File: src/rtl/fbg_pkg.sv
package fbg_pkg;

    typedef enum logic [1:0] {
        ST_IDLE  = 2'd0,
        ST_COUNT = 2'd1,
        ST_DELAY = 2'd2
    } fbg_state_e;

    // Even spread: slot k stretched when the running share of stretches steps up.
    function automatic logic fbg_is_delayed(input int unsigned fine,
                                            input int unsigned slot,
                                            input int unsigned slots);
        return (((slot + 1) * fine) / slots) != ((slot * fine) / slots);
    endfunction

endpackage

File: src/rtl/fbg_prescaler.sv
module fbg_prescaler #(
    parameter int DIV_W = 2
) (
    input  logic             clk,
    input  logic             rst_n,
    input  logic             enable_i,
    input  logic [DIV_W-1:0] div_code_i,
    output logic             cc_tick_o
);
    localparam int PRE_W = (1 << DIV_W) - 1;

    logic [PRE_W-1:0] pre_q;
    logic [PRE_W-1:0] mask;

    always_comb begin
        mask      = ~({PRE_W{1'b1}} << div_code_i);
        cc_tick_o = enable_i && ((pre_q & mask) == mask);
    end

    always_ff @(posedge clk or negedge rst_n) begin
        if (!rst_n)         pre_q <= '0;
        else if (!enable_i) pre_q <= '0;
        else                pre_q <= pre_q + 1'b1;
    end

    AST_PRE_GAP: assert property (@(posedge clk) disable iff (!rst_n)
        (cc_tick_o && div_code_i != '0 && $stable(div_code_i)) |-> !$past(cc_tick_o));

endmodule

File: src/rtl/fbg_count_fsm.sv
module fbg_count_fsm
    import fbg_pkg::*;
#(
    parameter int CNT_W = 8
) (
    input  logic             clk,
    input  logic             rst_n,
    input  logic             enable_i,
    input  logic             cc_tick_i,
    input  logic [CNT_W-1:0] reload_i,
    input  logic             delay_now_i,
    output logic             fire_o,
    output logic             tick16_o
);
    fbg_state_e       state_q, state_d;
    logic [CNT_W-1:0] cnt_q;
    logic             at_zero;

    assign at_zero = (cnt_q == '0);

    // next state: start, fire, stretch, release, stop
    always_comb begin
        state_d = state_q;
        fire_o  = 1'b0;
        unique case (state_q)
            ST_IDLE:  if (enable_i) state_d = ST_COUNT;
            ST_COUNT: if (cc_tick_i && at_zero) begin
                          if (delay_now_i) state_d = ST_DELAY;
                          else             fire_o  = 1'b1;
                      end
            ST_DELAY: if (cc_tick_i) begin
                          state_d = ST_COUNT;
                          fire_o  = 1'b1;
                      end
            default:  state_d = ST_IDLE;
        endcase
        if (!enable_i) begin
            state_d = ST_IDLE;
            fire_o  = 1'b0;
        end
    end

    always_ff @(posedge clk or negedge rst_n) begin
        if (!rst_n) state_q <= ST_IDLE;
        else        state_q <= state_d;
    end

    // counter and pulse outputs
    always_ff @(posedge clk or negedge rst_n) begin
        if (!rst_n) begin
            cnt_q    <= '0;
            tick16_o <= 1'b0;
        end else if (!enable_i) begin
            cnt_q    <= '0;
            tick16_o <= 1'b0;
        end else begin
            tick16_o <= fire_o;
            unique case (state_q)
                ST_IDLE:  cnt_q <= reload_i;
                ST_COUNT: if (cc_tick_i) begin
                              if (!at_zero)    cnt_q <= cnt_q - 1'b1;
                              else if (fire_o) cnt_q <= reload_i;
                          end
                ST_DELAY: if (cc_tick_i) cnt_q <= reload_i;
                default:  cnt_q <= '0;
            endcase
        end
    end

    AST_RELOAD_ON_TICK: assert property (@(posedge clk) disable iff (!rst_n)
        tick16_o |-> (cnt_q == $past(reload_i)));
    AST_DELAY_ONE: assert property (@(posedge clk) disable iff (!rst_n)
        (state_q == ST_DELAY && cc_tick_i && enable_i) |=> (state_q == ST_COUNT && tick16_o));

endmodule

File: src/rtl/fbg_slot_ctrl.sv
module fbg_slot_ctrl
    import fbg_pkg::*;
#(
    parameter int FINE_W = 4
) (
    input  logic              clk,
    input  logic              rst_n,
    input  logic              enable_i,
    input  logic              fire_i,
    input  logic [FINE_W-1:0] fine_i,
    output logic              delay_now_o,
    output logic              bit_clk_o
);
    localparam int SLOTS = 1 << FINE_W;
    localparam int HALF  = SLOTS / 2;

    logic [FINE_W-1:0] slot_q;

    assign delay_now_o = fbg_is_delayed(32'(fine_i), 32'(slot_q), SLOTS);

    always_ff @(posedge clk or negedge rst_n) begin
        if (!rst_n) begin
            slot_q    <= '0;
            bit_clk_o <= 1'b0;
        end else if (!enable_i) begin
            slot_q    <= '0;
            bit_clk_o <= 1'b0;
        end else if (fire_i) begin
            slot_q    <= slot_q + 1'b1;
            bit_clk_o <= (slot_q >= FINE_W'(HALF));
        end
    end

    AST_BITCLK_RISE: assert property (@(posedge clk) disable iff (!rst_n)
        $rose(bit_clk_o) |-> (slot_q == FINE_W'(HALF + 1)));

endmodule

File: src/rtl/frac_baud_gen.sv
module frac_baud_gen #(
    parameter int DIV_W  = 2,
    parameter int CNT_W  = 8,
    parameter int FINE_W = 4
) (
    input  logic              clk,
    input  logic              rst_n,
    input  logic              rate_en,
    input  logic [DIV_W-1:0]  div_code,
    input  logic [CNT_W-1:0]  reload_val,
    input  logic [FINE_W-1:0] fine_val,
    output logic              os_tick,
    output logic              bit_clk
);
    logic cc_tick;
    logic fire;
    logic delay_now;

    fbg_prescaler #(.DIV_W(DIV_W)) u_pre (
        .clk        (clk),
        .rst_n      (rst_n),
        .enable_i   (rate_en),
        .div_code_i (div_code),
        .cc_tick_o  (cc_tick)
    );

    fbg_count_fsm #(.CNT_W(CNT_W)) u_fsm (
        .clk         (clk),
        .rst_n       (rst_n),
        .enable_i    (rate_en),
        .cc_tick_i   (cc_tick),
        .reload_i    (reload_val),
        .delay_now_i (delay_now),
        .fire_o      (fire),
        .tick16_o    (os_tick)
    );

    fbg_slot_ctrl #(.FINE_W(FINE_W)) u_slot (
        .clk         (clk),
        .rst_n       (rst_n),
        .enable_i    (rate_en),
        .fire_i      (fire),
        .fine_i      (fine_val),
        .delay_now_o (delay_now),
        .bit_clk_o   (bit_clk)
    );

    AST_IDLE_QUIET: assert property (@(posedge clk) disable iff (!rst_n)
        !rate_en |=> (!os_tick && !bit_clk));

endmodule

File: config.mk
export PLATFORM = sky130hd
export DESIGN_NAME = frac_baud_gen
export DESIGN_NICKNAME = d
export VERILOG_FILES = /design/src/rtl/fbg_pkg.sv /design/src/rtl/fbg_prescaler.sv /design/src/rtl/fbg_count_fsm.sv /design/src/rtl/fbg_slot_ctrl.sv /design/src/rtl/frac_baud_gen.sv
export SDC_FILE = /design/constraint.sdc
export NUM_CORES = 1
export LEC_CHECK = 0
export BUFFER_PORTS_ARGS = -buffer_cell sky130_fd_sc_hd__buf_2
export CORE_UTILIZATION = 55
export CTS_CLUSTER_DIAMETER = 50
export DETAILED_ROUTE_END_ITERATION = 7
export PLACE_DENSITY_LB_ADDON = 0.1
export SETUP_SLACK_MARGIN = 0.02
export SLEW_MARGIN = 10
export SYNTH_ARGS = -nofsm -noshare
export SYNTH_HDL_FRONTEND = slang
export SYNTH_SLANG_ARGS = --single-unit
File: constraint.sdc
create_clock -name clk -period 4.6 [get_ports clk]
set_input_delay 0.23 -clock clk [delete_from_list [all_inputs] [get_ports clk]]
set_output_delay 0.23 -clock clk [all_outputs]
set_load 0.03 [all_outputs]
=== Word level (Yosys, flattened, before mapping) ===
Cells that the tools add are included.

* Flip-flop bits (word level): 19
* Input bits: 17
* Word-level logic and storage cells: 54

* Order comparisons: 1
* Multiply operators: 2
* Multiplexer cells: 22
* $add $sub $neg: 4
* Shifts and indexed selects: 1
* Eq/ne operators: 10
* Bitwise operators: 2
* Reductions and logical operators: 6

{| class="wikitable"
|+ Operator list
! kind !! count
|-
| $mux W8 || 5
|-
| $mul A32 B4 Y32 || 1
|-
| $ne A28 B4 Y1 || 1
|-
| $pmux W8 S3 || 1
|-
| $ne A3 B2 Y1 const B || 3
|-
| $logic_not A8 Y1 || 1
|-
| $mul A4 B4 Y8 || 1
|-
| $mux W2 || 4
|-
| $mux W4 || 2
|-
| $sub A8 B1 Y8 const B || 1
|-
| $mux W1 || 7
|-
| $pmux W2 S3 || 1
|-
| $reduce_and A3 Y1 || 2
|-
| $add A4 B1 Y5 const B || 1
|-
| $add A4 B1 Y4 const B || 1
|-
| $ge A4 B4 Y1 const B || 1
|-
| $ne A4 B4 Y1 const B || 1
|-
| $add A3 B1 Y3 const B || 1
|-
| $and A3 B3 Y3 || 1
|-
| $eq A3 B3 Y1 || 1
|-
| $mux W3 || 1
|-
| $ne A3 B3 Y1 const B || 1
|-
| $not A3 Y3 || 1
|-
| $shl A3 B2 Y3 const A || 1
|-
| 6 further kinds || 7
|}

=== Depth between registers and ports, before layout ===
* Depth after elaboration: 14
* Depth in mapped cells: 16
* Depth with buffers taken out: 14

=== By module ===
A second synthesis with hierarchy kept.

* Cells, all modules: 258
* Area total of the unflattened synthesis: 2260.9 sq um

{| class="wikitable"
|+ By module, submodules not included
! module !! area each (sq um) !! times used !! cells an instance
|-
| fbg_slot_ctrl || 1202.4 || 1 || 140
|-
| fbg_count_fsm || 920.9 || 1 || 105
|-
| fbg_prescaler || 137.6 || 1 || 13
|}

=== Worst setup path after synthesis ===
Ideal clock, no wire load.

* Path type: register -> register
* Start point: reg u_slot.slot_q[1]
* End point: reg u_slot.slot_q[3]
* Path slack: 0.243 ns
* Cell stages (with the launch flop): 16
* Setup time: 0.125 ns
* Data arrival time: 4.231 ns
* Clock period less this slack: 4.357 ns
* Cell sequence: dfrtp_1 -> ha_1 -> xor2_1 -> nand2_1 -> fa_1 -> fa_1 -> inv_1 -> ha_1 -> nand4_1 -> o2111ai_4 -> and4_1 -> a311o_1 -> nor3_4 -> a32o_1 -> buf_6 -> mux2_4

* Cells in the longest elaborated chain, start to end: 8
* Elaborated cells between the ends (all ways): 12
* Those cells by class: 2 x add/sub; 2 x mul; 2 x eq/ne; 6 x mux

{| class="wikitable"
|+ Ends and longest elaborated chain
! item !! RTL line !! text
|-
| from (decl) || fbg_slot_ctrl.sv:17 || <nowiki>logic [FINE_W-1:0] slot_q;</nowiki>
|-
| from (signal assigned) || fbg_slot_ctrl.sv:29 || <nowiki>slot_q <= slot_q + 1'b1;</nowiki>
|-
| $add A4 B1 Y5 || fbg_pkg.sv:13 || <nowiki>return (((slot + 1) * fine) / slots) != ((slot * fine) / slots);</nowiki>
|-
| $mul A32 B4 Y32 || fbg_pkg.sv:13 ||
|-
| $ne A28 B4 Y1 || fbg_pkg.sv:13 ||
|-
| $mux W1 || fbg_count_fsm.sv:28 || <nowiki>if (delay_now_i) state_d = ST_DELAY;</nowiki>
|-
| $mux W1 || fbg_count_fsm.sv:27 || <nowiki>ST_COUNT: if (cc_tick_i && at_zero) begin</nowiki>
|-
| $pmux W1 S2 || fbg_count_fsm.sv:25 || <nowiki>unique case (state_q)</nowiki>
|-
| $mux W1 || fbg_count_fsm.sv:37 || <nowiki>if (!enable_i) begin</nowiki>
|-
| $ne A2 B1 Y1 (no source line) || - ||
|}

Several ways; a longest one is shown, not always the timed one. The select of a mux whose other input is x is not followed.
A chain may end at the register's enable or synchronous reset.

=== Final worst setup path ===
* Start point: reg u_slot.slot_q[0]
* End point: reg u_fsm.cnt_q[5]

* Cells in the longest elaborated chain, start to end: 9
* Elaborated cells between the ends (all ways): 10
* Those cells by class: 1 x add/sub; 2 x mul; 2 x eq/ne; 4 x mux; 1 x reduce/logical

{| class="wikitable"
|+ Ends and longest elaborated chain
! item !! RTL line !! text
|-
| $add A4 B1 Y5 || fbg_pkg.sv:13 ||
|-
| $mul A32 B4 Y32 || fbg_pkg.sv:13 ||
|-
| $ne A28 B4 Y1 * || fbg_pkg.sv:13 ||
|-
| $mux W1 * || fbg_count_fsm.sv:28 ||
|-
| $mux W1 * || fbg_count_fsm.sv:27 ||
|-
| $pmux W1 S2 * || fbg_count_fsm.sv:25 ||
|-
| $mux W1 * || fbg_count_fsm.sv:37 ||
|-
| $ne A4 B4 Y1 (no source line) * || - ||
|-
| $reduce_and A3 Y1 (no source line) * || - ||
|-
| to (signal assigned) || fbg_count_fsm.sv:59 || <nowiki>ST_IDLE: cnt_q <= reload_i;</nowiki>
|-
| to (signal assigned) || fbg_count_fsm.sv:61 || <nowiki>if (!at_zero) cnt_q <= cnt_q - 1'b1;</nowiki>
|-
| to (signal assigned) || fbg_count_fsm.sv:62 || <nowiki>else if (fire_o) cnt_q <= reload_i;</nowiki>
|-
| to (decl) || fbg_count_fsm.sv:16 || <nowiki>logic [CNT_W-1:0] cnt_q;</nowiki>
|}

Mark *: on every way between the ends. The rest lies on a longest branch, timed or not.

==> metrics.md <==
| Metric | Value |
|---|---|
| Simple logic cell fraction of the synthesized area | 24.46% |
| Clk root buf | clkbuf_8 |
| Power per cell area | 318.1 nW/um^2 |
| Max H-tree Level | 1 |
| Critical Path RT | 4750 ps |
| Overflow after GRT | 0 |
| Crit end category | flop |
| Post-synthesis xor/xnor area fraction | 6.797% |
| Core box area | 4115 um^2 |
| Placed wire-length estimate | 4106 um |
| CTS sink count | 19 |
| Status | completed |
| Die Span X | 68.47 um |
| Clock Skew | 7.255 ps |
| Share of the synthesized area in the top cell type | 19.57% |
| Die Height | 68.47 um |
| # DRC | 0 |
| Post-Syn Nets | 332 |
| Post-synthesis sequential area ratio | 19.57% |
| Routed via count | 2078 |
| Setup TNS | 0 ps |
| Peak supply drop | 0.4526 mV |
| Clk slew on worst S/H paths | 80 ps |
| Post-Route WL | 5340 um |
| Endpoints failing setup | 0 |
| Number of DRC markers in iteration 0 | 109 |
| Max Cap Violations | 0 |
| CP Launch Type | flop |
| Dpl cells | 341 |
| Most common cell in the netlist | nand2_1 |
| TritonCTS buffer count | 3 |
| Period utilisation layout | 94.14% |
| Post-synthesis mux area share | 5.407% |
| Final GP Congestion | 0.8652 |
| Die area | 4687 um^2 |
| Synth Area in Compound Gates | 14.83% |
| Post-route insts no fill | 350 |
| Synth top cells by count | 36 x nand2_1, 31 x ha_1, 27 x inv_1, 19 x dfrtp_1, 17 x nor2_1 |
| Synth Warn # | 0 |
| Vias per cell | 5.937 |
| Wirelength per Cell | 15.26 um |
| Standard-cell rows | 23 |
| Routed Antenna Nets | 0 |
| Asr flop ratio synth | 100.0% |
| Post-synth EDFFs | 0 |
| RSZ-0062 raised after global routing | no |
| Worst slew pin tran | 704.1 ps |
| Fraction of layout cells with a size suffix above 1 | 18.33% |
| FMAX | 0.2309 GHz |
| Syn avg cell area | 8.804 um^2 |
| Max-slew violations | 0 |
| I/O pin count | 19 |
| Largest net degree at the start of global routing | 22 |
| TritonCTS clock tree | built |
| Slew HR | 52.40% |
| Count of final hold-check violations | 0 |
| GRT Util Overall | 24.78% |
| Vias in the first global route | 1864 |
| Post-synth top flop | dfrtp_1 |
| Largest family of logic cells by synthesized area | simple AND/OR/NAND/NOR gates |
| Synthesized cell area | 2430 um^2 |
| Total design power | 0.8586 mW |
| Global-route wire length before repair | 8645 um |
| Largest area contributor in the netlist | dfrtp_1 |
| Area taken by multi-input logic gates | 1831 um^2 |
| Distinct cells, synth | 54 |
| Worst Hold Class | input pin to flop |
| Yosys reg bits | 19 |
| Fill count | 369 |
| CP arrival | 4480 ps |
| Leak Pwr | 1.379 nW |
| Ant. Diodes | 0 |
| WS Path Type | flop to flop |
| Final min period | 4330 ps |
| Nets@finish | 357 |
| PortBufs | 18 |
| Initial DRT Pass Iterations | 4 |
| Register area | 475.5 um^2 |
| Initial antenna violation count | 0 |
| CP Max Fanout | 8 |
| Synth top area cells | dfrtp_1 20%, ha_1 16%, fa_1 6.6%, nand2_1 5.6%, inv_1 4.2% |
| Clock latency at the later pin of the worst-skew pair | 270 ps |
| Cells after Synth | 276 |
| Clock buffer depth | 2 |
| Starting density of the core | 59.05% |
| Area delta synth->final | 11.07% |
| Adder and majority cell fraction of the synthesized area | 22.55% |
-- layout by cell type, fill, tap and decap left out, drive strengths merged, types with 5 or more instances in the layout --
cell type  instances
nand2             36
ha                31
buf               29
inv               27
dfrtp             19
nor2              17
and2              14
nand3             12
a21oi             10
fa                 8
xnor2              8
nor3               7
mux2               7
o21ai              7
nand4              5
a22oi              5
-- registers in the layout, indices dropped and copies added, names as in the netlist --
name              flops
u_pre.pre_q           3
u_fsm.tick16_o        1
u_slot.slot_q         4
u_fsm.cnt_q           8
u_slot.bit_clk_o      1
u_fsm.state_q         2
-- critical path, stage by stage, from the launching register on --
cell       delay, ps
dfrtp_1          390
inv_1             80
ha_2             370
nand2_1          110
fa_1             540
inv_1             70
fa_1             470
ha_1             340
nand4b_4         130
o2111ai_4        170
and4_1           220
a311o_1          350
nor3_4           400
a31oi_4          230
mux2_4           340
-- through the flow --
| stage | hold WS (ps) | setup slack [ps] | utilization, % | instance area, um^2 |
|---|---|---|---|---|
| after CTS | 280.9 | 115.3 | 64.09 | 2638 |
| after detailed placement | 195.9 | 131.5 | 62.72 | 2581 |
| after global routing | 353.9 | 26.76 | 65.58 | 2699 |
| final | 267.4 | 269.6 | 65.58 | 2699 |
| after global placement | 198.4 | 220.6 | 62.72 | 2581 |
| after floorplan | -65.59 | 243.5 | - | 2430 |
-- power by group --
group / leakage, nW / internal, mW / switching, mW / total (mW)
Clock: 0.0255 / 0.0604 / 0.0617 / 0.122
Combinational: 1.10 / 0.205 / 0.277 / 0.482
Sequential: 0.254 / 0.207 / 0.0475 / 0.254
Total: 1.38 / 0.473 / 0.386 / 0.859
-- kinds of logic (layout without fill, tap and decap cells) --
group	count (synthesis)	in the layout
AND/OR/NAND/NOR	112	112
buffers and inverters	37	61
adder cells (fa/ha/maj)	39	39
multiplexers	10	10
flip-flops	19	19
XOR/XNOR	14	14
AO/OA/AOI/OAI	45	45
-- layer usage --
layer | vias up | wire, um | GRT usage, %
li1 | 1016 | - | -
met1 | 985 | 2494 | 36.14
met2 | 68 | 2442 | 37.99
met3 | 9 | 350 | 5.000
met4 | 0 | 53 | 3.646
met5 | - | 0 | 0
-- cell type report --
cell class	count	share of cell area, %
multi-input cells	220	67.83
well taps	50	2.318
inverters	27	3.755
clock inverters	1	0.1854
flip-flops and latches	19	17.62
clock buffers	3	1.530
repair buffers	30	6.769
-- what timing repair did --
| item | in CTS | in global routing |
|---|---|---|
| setup endpoints to repair | 0 | 11 |
| endpoints found under the hold margin | 19 | 0 |
| hold buffers | 1 | 0 |
| setup buffers | 0 | 4 |
| resized for setup | 0 | 5 |
-- path summary, 6_finish.rpt --
kind / from / end / slack (ps) / depth (start not counted)
max: u_slot.slot_q[0] / u_fsm.cnt_q[5] / 270 / 14
min: reload_val[6] / u_fsm.cnt_q[6] / 270 / 3
max reg2reg: u_slot.slot_q[0] / u_fsm.cnt_q[5] / 270 / 14
min reg2reg: u_pre.pre_q[0] / u_pre.pre_q[0] / 480 / 1
max in group asynchronous: rst_n / u_fsm.cnt_q[3] / 3860 / 2
min in group asynchronous: rst_n / u_slot.slot_q[3] / 430 / 2
No activity file was read; power rests on OpenSTA's default activity.
